## src/rtl/rxr_pkg.sv

```systemverilog
package rxr_pkg;
   localparam int DESC_WORDS = 4;
   localparam int OWN_BIT    = 31;
   localparam int EOR_BIT    = 25;
   localparam int ES_BIT     = 15;
   localparam int LS_BIT     = 8;
   localparam int LEN_LSB    = 16;

   typedef enum logic [3:0] {
      RX_OFF,
      RX_ARM,
      RX_F0,
      RX_F1,
      RX_F2,
      RX_F3,
      RX_RECV,
      RX_DROP,
      RX_WB
   } rxr_state_e;
endpackage

```

## src/rtl/rxr_byte_packer.sv

```systemverilog
module rxr_byte_packer #(
   parameter int IDX_W = 12
) (
   input  logic             clk,
   input  logic             rst_n,
   input  logic             clear,
   input  logic             byte_vld,
   input  logic [7:0]       byte_dat,
   input  logic             keep,
   input  logic             last,
   output logic             wr_fire,
   output logic [31:0]      wr_word,
   output logic [3:0]       wr_be,
   output logic [IDX_W-1:0] wr_idx
);
   logic [1:0]       lane_q;
   logic [31:0]      acc_q;
   logic [3:0]       be_q;
   logic [IDX_W-1:0] idx_q;
   logic [31:0]      word_n;
   logic [3:0]       be_n;
   logic             flush;

   // one lane slot per byte position, little-endian
   for (genvar g = 0; g < 4; g++) begin : g_lane
      assign word_n[8*g +: 8] = (lane_q == 2'(g)) ? byte_dat : acc_q[8*g +: 8];
      assign be_n[g]          = be_q[g] | ((lane_q == 2'(g)) & keep);
   end

   assign flush   = byte_vld && ((lane_q == 2'd3) || last);
   assign wr_fire = flush && (be_n != 4'd0);
   assign wr_word = word_n;
   assign wr_be   = be_n;
   assign wr_idx  = idx_q;

   always_ff @(posedge clk or negedge rst_n) begin
      if (!rst_n) begin
         lane_q <= '0;
         acc_q  <= '0;
         be_q   <= '0;
         idx_q  <= '0;
      end else if (clear) begin
         lane_q <= '0;
         acc_q  <= '0;
         be_q   <= '0;
         idx_q  <= '0;
      end else if (byte_vld) begin
         if (flush) begin
            lane_q <= '0;
            acc_q  <= '0;
            be_q   <= '0;
            idx_q  <= idx_q + IDX_W'(1);
         end else begin
            lane_q <= lane_q + 2'd1;
            acc_q  <= word_n;
            be_q   <= be_n;
         end
      end
   end

   p_flush_clears_r4: assert property (@(posedge clk) disable iff (!rst_n)
      (flush && !clear) |=> (lane_q == 2'd0 && be_q == 4'd0));
endmodule

```

## src/rtl/rxr_ring_ptr.sv

```systemverilog
module rxr_ring_ptr #(
   parameter int ADDR_W = 32,
   parameter int STEP_B = 16
) (
   input  logic              clk,
   input  logic              rst_n,
   input  logic              load,
   input  logic [ADDR_W-1:0] base_in,
   input  logic              advance,
   input  logic              wrap,
   output logic [ADDR_W-1:0] ptr
);
   localparam logic [ADDR_W-1:0] STEP = ADDR_W'(STEP_B);
   logic [ADDR_W-1:0] base_q;

   always_ff @(posedge clk or negedge rst_n) begin
      if (!rst_n) begin
         base_q <= '0;
         ptr    <= '0;
      end else if (load) begin
         base_q <= base_in;
         ptr    <= base_in;
      end else if (advance) begin
         ptr <= wrap ? base_q : ptr + STEP;
      end
   end

   p_wrap_base_r7: assert property (@(posedge clk) disable iff (!rst_n)
      (advance && wrap && !load) |=> (ptr == $past(base_q)));
   p_step_fwd_r7: assert property (@(posedge clk) disable iff (!rst_n)
      (advance && !wrap && !load) |=> (ptr == $past(ptr) + STEP));
   p_load_base_r1: assert property (@(posedge clk) disable iff (!rst_n)
      load |=> (ptr == $past(base_in)));
endmodule

```

## src/rtl/rxr_status_fmt.sv

```systemverilog
module rxr_status_fmt
   import rxr_pkg::*;
#(
   parameter int LEN_W = 14
) (
   input  logic [LEN_W-1:0] len,
   input  logic             err,
   output logic [31:0]      word
);
   always_comb begin
      word                   = '0;
      word[LEN_LSB +: LEN_W] = len;
      word[ES_BIT]           = err;
      word[LS_BIT]           = 1'b1;
      word[OWN_BIT]          = 1'b0;
   end
endmodule

```

## src/rtl/rx_desc_ring_writer.sv

```systemverilog
module rx_desc_ring_writer
   import rxr_pkg::*;
#(
   parameter int ADDR_W = 32,
   parameter int SIZE_W = 11,
   parameter int LEN_W  = 14
) (
   input  logic              clk,
   input  logic              rst_n,
   input  logic              start,
   input  logic [ADDR_W-1:0] ring_base,
   input  logic              rx_valid,
   input  logic [7:0]        rx_data,
   input  logic              rx_sof,
   input  logic              rx_eof,
   input  logic              rx_err,
   output logic              rx_ready,
   output logic              mem_req,
   output logic              mem_we,
   output logic [ADDR_W-1:0] mem_addr,
   output logic [31:0]       mem_wdata,
   output logic [3:0]        mem_be,
   input  logic [31:0]       mem_rdata,
   output logic              rx_nobuf
);
   localparam int IDX_W  = LEN_W - 2;
   localparam int STEP_B = DESC_WORDS * 4;

   if (SIZE_W > LEN_W) begin : g_bad_size
      $error("SIZE_W must not exceed LEN_W");
   end
   if (LEN_W > 15 || LEN_W < 4) begin : g_bad_len
      $error("LEN_W must lie in 4..15 so the status top bit stays clear");
   end
   if (ADDR_W > 32 || ADDR_W < 8) begin : g_bad_addr
      $error("ADDR_W must lie in 8..32");
   end

   rxr_state_e state_q, state_d;
   logic [ADDR_W-1:0] ptr;
   logic              own_q;
   logic [SIZE_W-1:0] size_q;
   logic              eor_q;
   logic [ADDR_W-1:0] buf_q;
   logic [LEN_W-1:0]  cnt_q;
   logic              ovf_q, err_q, rbu_q;
   logic              acc_byte, keep, frm_clr, adv;
   logic              pk_fire;
   logic [31:0]       pk_word;
   logic [3:0]        pk_be;
   logic [IDX_W-1:0]  pk_idx;
   logic [31:0]       stat_word;
   logic              unused_rd;

   assign unused_rd = ^mem_rdata;

   // ---------------- control ----------------
   always_comb begin
      state_d = state_q;
      if (start) begin
         state_d = RX_ARM;
      end else begin
         unique case (state_q)
            RX_OFF:  state_d = RX_OFF;
            RX_ARM:  if (rx_valid && rx_sof) state_d = RX_F0;
            RX_F0:   state_d = RX_F1;
            RX_F1:   state_d = RX_F2;
            RX_F2:   state_d = RX_F3;
            RX_F3:   state_d = own_q ? RX_RECV : RX_DROP;
            RX_RECV: if (rx_valid && rx_eof) state_d = RX_WB;
            RX_DROP: if (rx_valid && rx_eof) state_d = RX_ARM;
            RX_WB:   state_d = RX_ARM;
            default: state_d = RX_OFF;
         endcase
      end
   end

   always_ff @(posedge clk or negedge rst_n) begin
      if (!rst_n) state_q <= RX_OFF;
      else        state_q <= state_d;
   end

   always_comb begin
      unique case (state_q)
         RX_OFF, RX_RECV, RX_DROP: rx_ready = 1'b1;
         RX_ARM:                   rx_ready = !rx_sof;
         default:                  rx_ready = 1'b0;
      endcase
   end

   // ---------------- descriptor capture ----------------
   always_ff @(posedge clk or negedge rst_n) begin
      if (!rst_n) begin
         own_q  <= 1'b0;
         size_q <= '0;
         eor_q  <= 1'b0;
         buf_q  <= '0;
      end else begin
         if (state_q == RX_F1) own_q <= mem_rdata[OWN_BIT];
         if (state_q == RX_F2) begin
            size_q <= mem_rdata[SIZE_W-1:0];
            eor_q  <= mem_rdata[EOR_BIT];
         end
         if (state_q == RX_F3) buf_q <= ADDR_W'(mem_rdata) & ~ADDR_W'(3);
      end
   end

   // ---------------- frame accounting ----------------
   assign frm_clr  = (state_q == RX_F3);
   assign acc_byte = (state_q == RX_RECV) && rx_valid;
   assign keep     = cnt_q < LEN_W'(size_q);
   assign adv      = (state_q == RX_WB) && !start;

   always_ff @(posedge clk or negedge rst_n) begin
      if (!rst_n) begin
         cnt_q <= '0;
         ovf_q <= 1'b0;
         err_q <= 1'b0;
      end else if (frm_clr) begin
         cnt_q <= '0;
         ovf_q <= 1'b0;
         err_q <= 1'b0;
      end else if (acc_byte) begin
         if (cnt_q != {LEN_W{1'b1}}) cnt_q <= cnt_q + LEN_W'(1);
         if (!keep)  ovf_q <= 1'b1;
         if (rx_err) err_q <= 1'b1;
      end
   end

   always_ff @(posedge clk or negedge rst_n) begin
      if (!rst_n)                          rbu_q <= 1'b0;
      else if (start)                      rbu_q <= 1'b0;
      else if (state_q == RX_F3 && !own_q) rbu_q <= 1'b1;
   end
   assign rx_nobuf = rbu_q;

   // ---------------- sub-blocks ----------------
   rxr_byte_packer #(.IDX_W(IDX_W)) u_pack (
      .clk      (clk),
      .rst_n    (rst_n),
      .clear    (frm_clr),
      .byte_vld (acc_byte),
      .byte_dat (rx_data),
      .keep     (keep),
      .last     (rx_eof),
      .wr_fire  (pk_fire),
      .wr_word  (pk_word),
      .wr_be    (pk_be),
      .wr_idx   (pk_idx)
   );

   rxr_ring_ptr #(.ADDR_W(ADDR_W), .STEP_B(STEP_B)) u_ptr (
      .clk     (clk),
      .rst_n   (rst_n),
      .load    (start),
      .base_in (ring_base),
      .advance (adv),
      .wrap    (eor_q),
      .ptr     (ptr)
   );

   rxr_status_fmt #(.LEN_W(LEN_W)) u_fmt (
      .len  (cnt_q),
      .err  (ovf_q | err_q),
      .word (stat_word)
   );

   // ---------------- memory port ----------------
   always_comb begin
      mem_req   = 1'b0;
      mem_we    = 1'b0;
      mem_addr  = ptr;
      mem_wdata = '0;
      mem_be    = 4'hF;
      unique case (state_q)
         RX_F0: mem_req = 1'b1;
         RX_F1: begin
            mem_req  = 1'b1;
            mem_addr = ptr + ADDR_W'(4);
         end
         RX_F2: begin
            mem_req  = 1'b1;
            mem_addr = ptr + ADDR_W'(8);
         end
         RX_RECV: begin
            mem_req   = pk_fire;
            mem_we    = pk_fire;
            mem_addr  = buf_q + (ADDR_W'(pk_idx) << 2);
            mem_wdata = pk_word;
            mem_be    = pk_be;
         end
         RX_WB: begin
            mem_req   = 1'b1;
            mem_we    = 1'b1;
            mem_wdata = stat_word;
         end
         default: ;
      endcase
   end

   // ---------------- assertions ----------------
   p_fetch_seq_r2: assert property (@(posedge clk) disable iff (!rst_n)
      (state_q == RX_F0 && !start) |=>
         (mem_req && !mem_we && mem_addr == $past(mem_addr) + ADDR_W'(4)));
   p_fetch_stall_r2: assert property (@(posedge clk) disable iff (!rst_n)
      (state_q inside {RX_F0, RX_F1, RX_F2, RX_F3}) |-> !rx_ready);
   p_drop_quiet_r3: assert property (@(posedge clk) disable iff (!rst_n)
      (state_q == RX_DROP) |-> !mem_req);
   p_nobuf_hold_r8: assert property (@(posedge clk) disable iff (!rst_n)
      (rx_nobuf && !start) |=> rx_nobuf);
   p_wb_format_r6: assert property (@(posedge clk) disable iff (!rst_n)
      (mem_req && mem_we && state_q == RX_WB) |->
         (!mem_wdata[OWN_BIT] && mem_wdata[LS_BIT] && mem_be == 4'hF));
   p_write_has_lane_r4: assert property (@(posedge clk) disable iff (!rst_n)
      (mem_req && mem_we) |-> (mem_be != 4'd0));
endmodule

```

## config.mk

```make
export PLATFORM = sky130hd
export DESIGN_NAME = rx_desc_ring_writer
export DESIGN_NICKNAME = d
export VERILOG_FILES = /design/src/rtl/rxr_pkg.sv /design/src/rtl/rxr_byte_packer.sv /design/src/rtl/rxr_ring_ptr.sv /design/src/rtl/rxr_status_fmt.sv /design/src/rtl/rx_desc_ring_writer.sv
export SDC_FILE = /design/constraint.sdc
export NUM_CORES = 1
export LEC_CHECK = 0
export ABC_AREA = 1
export BUFFER_PORTS_ARGS = -buffer_cell sky130_fd_sc_hd__buf_2
export CORE_ASPECT_RATIO = 0.7
export CORE_UTILIZATION = 47
export DETAILED_ROUTE_END_ITERATION = 7
export PLACE_DENSITY_LB_ADDON = 0.1
export SLEW_MARGIN = 10
export SYNTH_ARGS = -nofsm -noshare
export SYNTH_HDL_FRONTEND = slang
export SYNTH_HIERARCHICAL = 1
export SYNTH_SLANG_ARGS = --single-unit
```

## constraint.sdc

```tcl
create_clock -name clk -period 2.54 [get_ports clk]
set_input_delay 0.635 -clock clk [delete_from_list [all_inputs] [get_ports clk]]
set_output_delay 0.635 -clock clk [all_outputs]
set_load 0.05 [all_outputs]
```

==> flow_metrics.tcl <==
set metrics [dict create \
    clk_pin_slew_ps 80 \
    r2r_slack_ps -30 \
    p_per_area_nw_per_um2 835 \
    cap_violations 0 \
    nNetsFinal 2515 \
    synth_edf_count 0 \
    cts_buffers 17 \
    layout_common_cells "nand2_1 (433), buf_4 (263), inv_1 (206), dfrtp_1 (168), nand3_1 (153)" \
    cts_tree "done" \
    start_util_pct 47.8 \
    place_inst 2643 \
    async_flop_share_pct 100 \
    status "finished, violations left" \
    crit_type "reg2out" \
    drcViolationCount 0 \
    io_pins 151 \
    hold_violations 0 \
    leakage_uw 0.0100 \
    clock_sinks 178 \
    overflow 0 \
    ys.flop_type "dfrtp_1" \
    maxSlewViolCount 0 \
    clock_latency_ps 470 \
    die_y_um 143 \
    grt.total_usage_pct 36.0 \
    drt-initial-drc-count 1435 \
    cp-end-kind "output port" \
    fin_skew_ps 10.4 \
    avgSynthCellArea_um2 6.73 \
    grt_pass1_vias 14247 \
    antenna_left 0 \
    avgViaCountPerCell 5.69 \
    vdd_drop_max_v 0.000793 \
    start_kind "flop" \
    core_area_um2 27800 \
    period_minus_slack_ps 3290 \
    grt_first_pass_wirelength_mm 79.8 \
    required_ps 1900 \
    place_congestion 0.993 \
    final_util_pct 73.4 \
    placed_area_um2 16000 \
    die_w_um 203 \
    dieArea_um2 29000 \
    stdcell_count 2788 \
    netlist_instances 1976 \
    place_hpwl_mm 36.3 \
    cts_hold_buffers 0 \
    violations "negative setup slack" \
    fmax_ghz 0.304 \
    final_layout_size_suffix_gt1_share_pct 40.1 \
    wirelength_mm 55.7 \
    ys_seq_area_share_pct 33.5 \
    ys_types 55 \
    synth-seq-cells 178 \
    wire_per_inst_um 20.0 \
    syn_to_final_growth_pct 53.6 \
    antenna_found_initial 0 \
    final.setup.tns_ps -26430 \
    firstDrtPassIters 6 \
    syn_area_um2 13300 \
    port_buffers 150 \
    antennaDiodeCount 0 \
    final_common_cell "nand2_1" \
    rows 51 \
    cts-root-buf "clkbuf_16" \
    worstMarginPinSlew_ps 546 \
    vias 15866 \
    h-tree-depth 4 \
    clockBufferDepth 2 \
    slew_headroom_pct 63.2 \
    cp_max_fo 4 \
    setup_viol_count_final 69 \
    yosysWarnings 6 \
    grt_max_degree 72 \
    fin_area_um2 20400 \
    rsz0062_at_grt "true" \
    fin_crit_sh_pct 129 \
    hp-class "in2async" \
    setup_ws_ps -749 \
    worstPathArrival_ps 2650 \
]
[area by class of cell]
type                       instances  area [µm²]
clock buffer                      18         439
sequential                       178        4470
multi-input combinational       1459        9450
timing repair buffer             492        4420
timing repair inverter             1        7.51
fill                            2089        7400
inverter                         255         997
clock inverter                    14         179
tap                              371         464
[critical path, cell delays in order (launching register included)]
cell and delay (ps):
dfrtp_1 440, ha_4 310, nand2_4 60, nor2_4 70, o21ai_2 50, o211ai_1 70
nand2_1 80, nand2_2 120, inv_4 70, buf_6 110, buf_6 110, a21oi_4 140
buf_6 120, inv_1 30, or2_4 260, buf_8 150
[stage by stage]
stage	hold WS (ps)	power [µW]	setup slack, ps
3_3_place_gp	448	10700	-465
6_report	93.4	17000	-749
2_1_floorplan	339	8080	-122
5_1_grt	107	17800	-922
4_1_cts	105	15700	-676
3_5_place_dp	453	10800	-490
[power by group]
| part | switching [µW] | total, µW | internal [µW] | leakage [µW] |
|---|---|---|---|---|
| registers | 573 | 4040 | 3460 | 0.00225 |
| clock network | 1320 | 2910 | 1590 | 0.000299 |
| logic | 5870 | 10100 | 4230 | 0.00747 |
[repair_timing]
item	CTS	global route
pin swaps	137	140
resized for setup	518	237
buffers inserted	71	47
endpoints found under the setup margin	68	91
cloned	7	3
[sequential cells by signal, summed over array words and instances (netlist names), 2 cells and up]
| signal | count |
|---|---|
| u_pack/be_q | 4 |
| size_q | 11 |
| u_pack/acc_q | 32 |
| u_ptr/base_q | 32 |
| cnt_q | 14 |
| u_pack/lane_q | 2 |
| state_q | 4 |
| u_pack/wr_idx | 12 |
| u_ptr/ptr | 32 |
| buf_q | 30 |
[cells by family after synthesis]
kind of cell	Yosys count	share of synthesized area [%]
compound gates	351	15.6
simple gates	1031	34.2
xor+xnor	28	1.84
other cells	2	0.0565
flops	178	33.5
fa+ha+maj	32	3.07
buf+inv	354	11.7
[synth_stat cells (7+ instances only)]
library cell,number,area [µm²]
inv_2,15,56.3
nor3_1,25,125
clkbuf_1,32,120
nor2_4,7,78.8
buf_2,22,110
inv_1,237,890
o21ai_0,156,781
o21ai_1,25,125
ha_1,31,388
xor2_1,21,184
nand2_1,540,2030
o211ai_1,8,60.1
dfrtp_1,178,4450
nand3_1,209,1050
a22o_1,32,280
o21ai_2,20,175
nor2_2,12,75.1
a21oi_1,70,350
xnor2_1,7,61.3
nor2_1,149,559
or2_2,12,75.1
nand2_2,14,87.6
buf_4,36,270
nand4_1,31,194
a21boi_0,12,90.1
nand3b_1,11,82.6
[worst paths after layout]
kind / startpoint / endpoint / cells past startpoint
setup / recovery: cnt_q[5]$_DFFE_PN0P_ / mem_be[0] / 15
hold / removal: rst_n / u_pack/acc_q[30]$_DFFE_PN0P_ / 1
max in group asynchronous: rst_n / u_ptr/ptr[5]$_DFFE_PN0P_ / 2
setup reg to reg: state_q[1]$_DFFE_PN0P_ / u_ptr/ptr[19]$_DFFE_PN0P_ / 13
min in group clk: mem_rdata[28] / buf_q[28]$_DFFE_PN0P_ / 3
hold reg to reg: u_ptr/base_q[7]$_DFFE_PN0P_ / u_ptr/base_q[7]$_DFFE_PN0P_ / 2
[layer usage]
metal / routed length (µm) / up-vias / track usage (%)
li1: - / 7275 / -
met5: 0 / - / 0
met3: 5230 / 139 / 6.57
met1: 24500 / 7596 / 52.5
met2: 24600 / 856 / 55.2
met4: 1460 / 0 / 7.87
(Power assumes the default switching activity.)
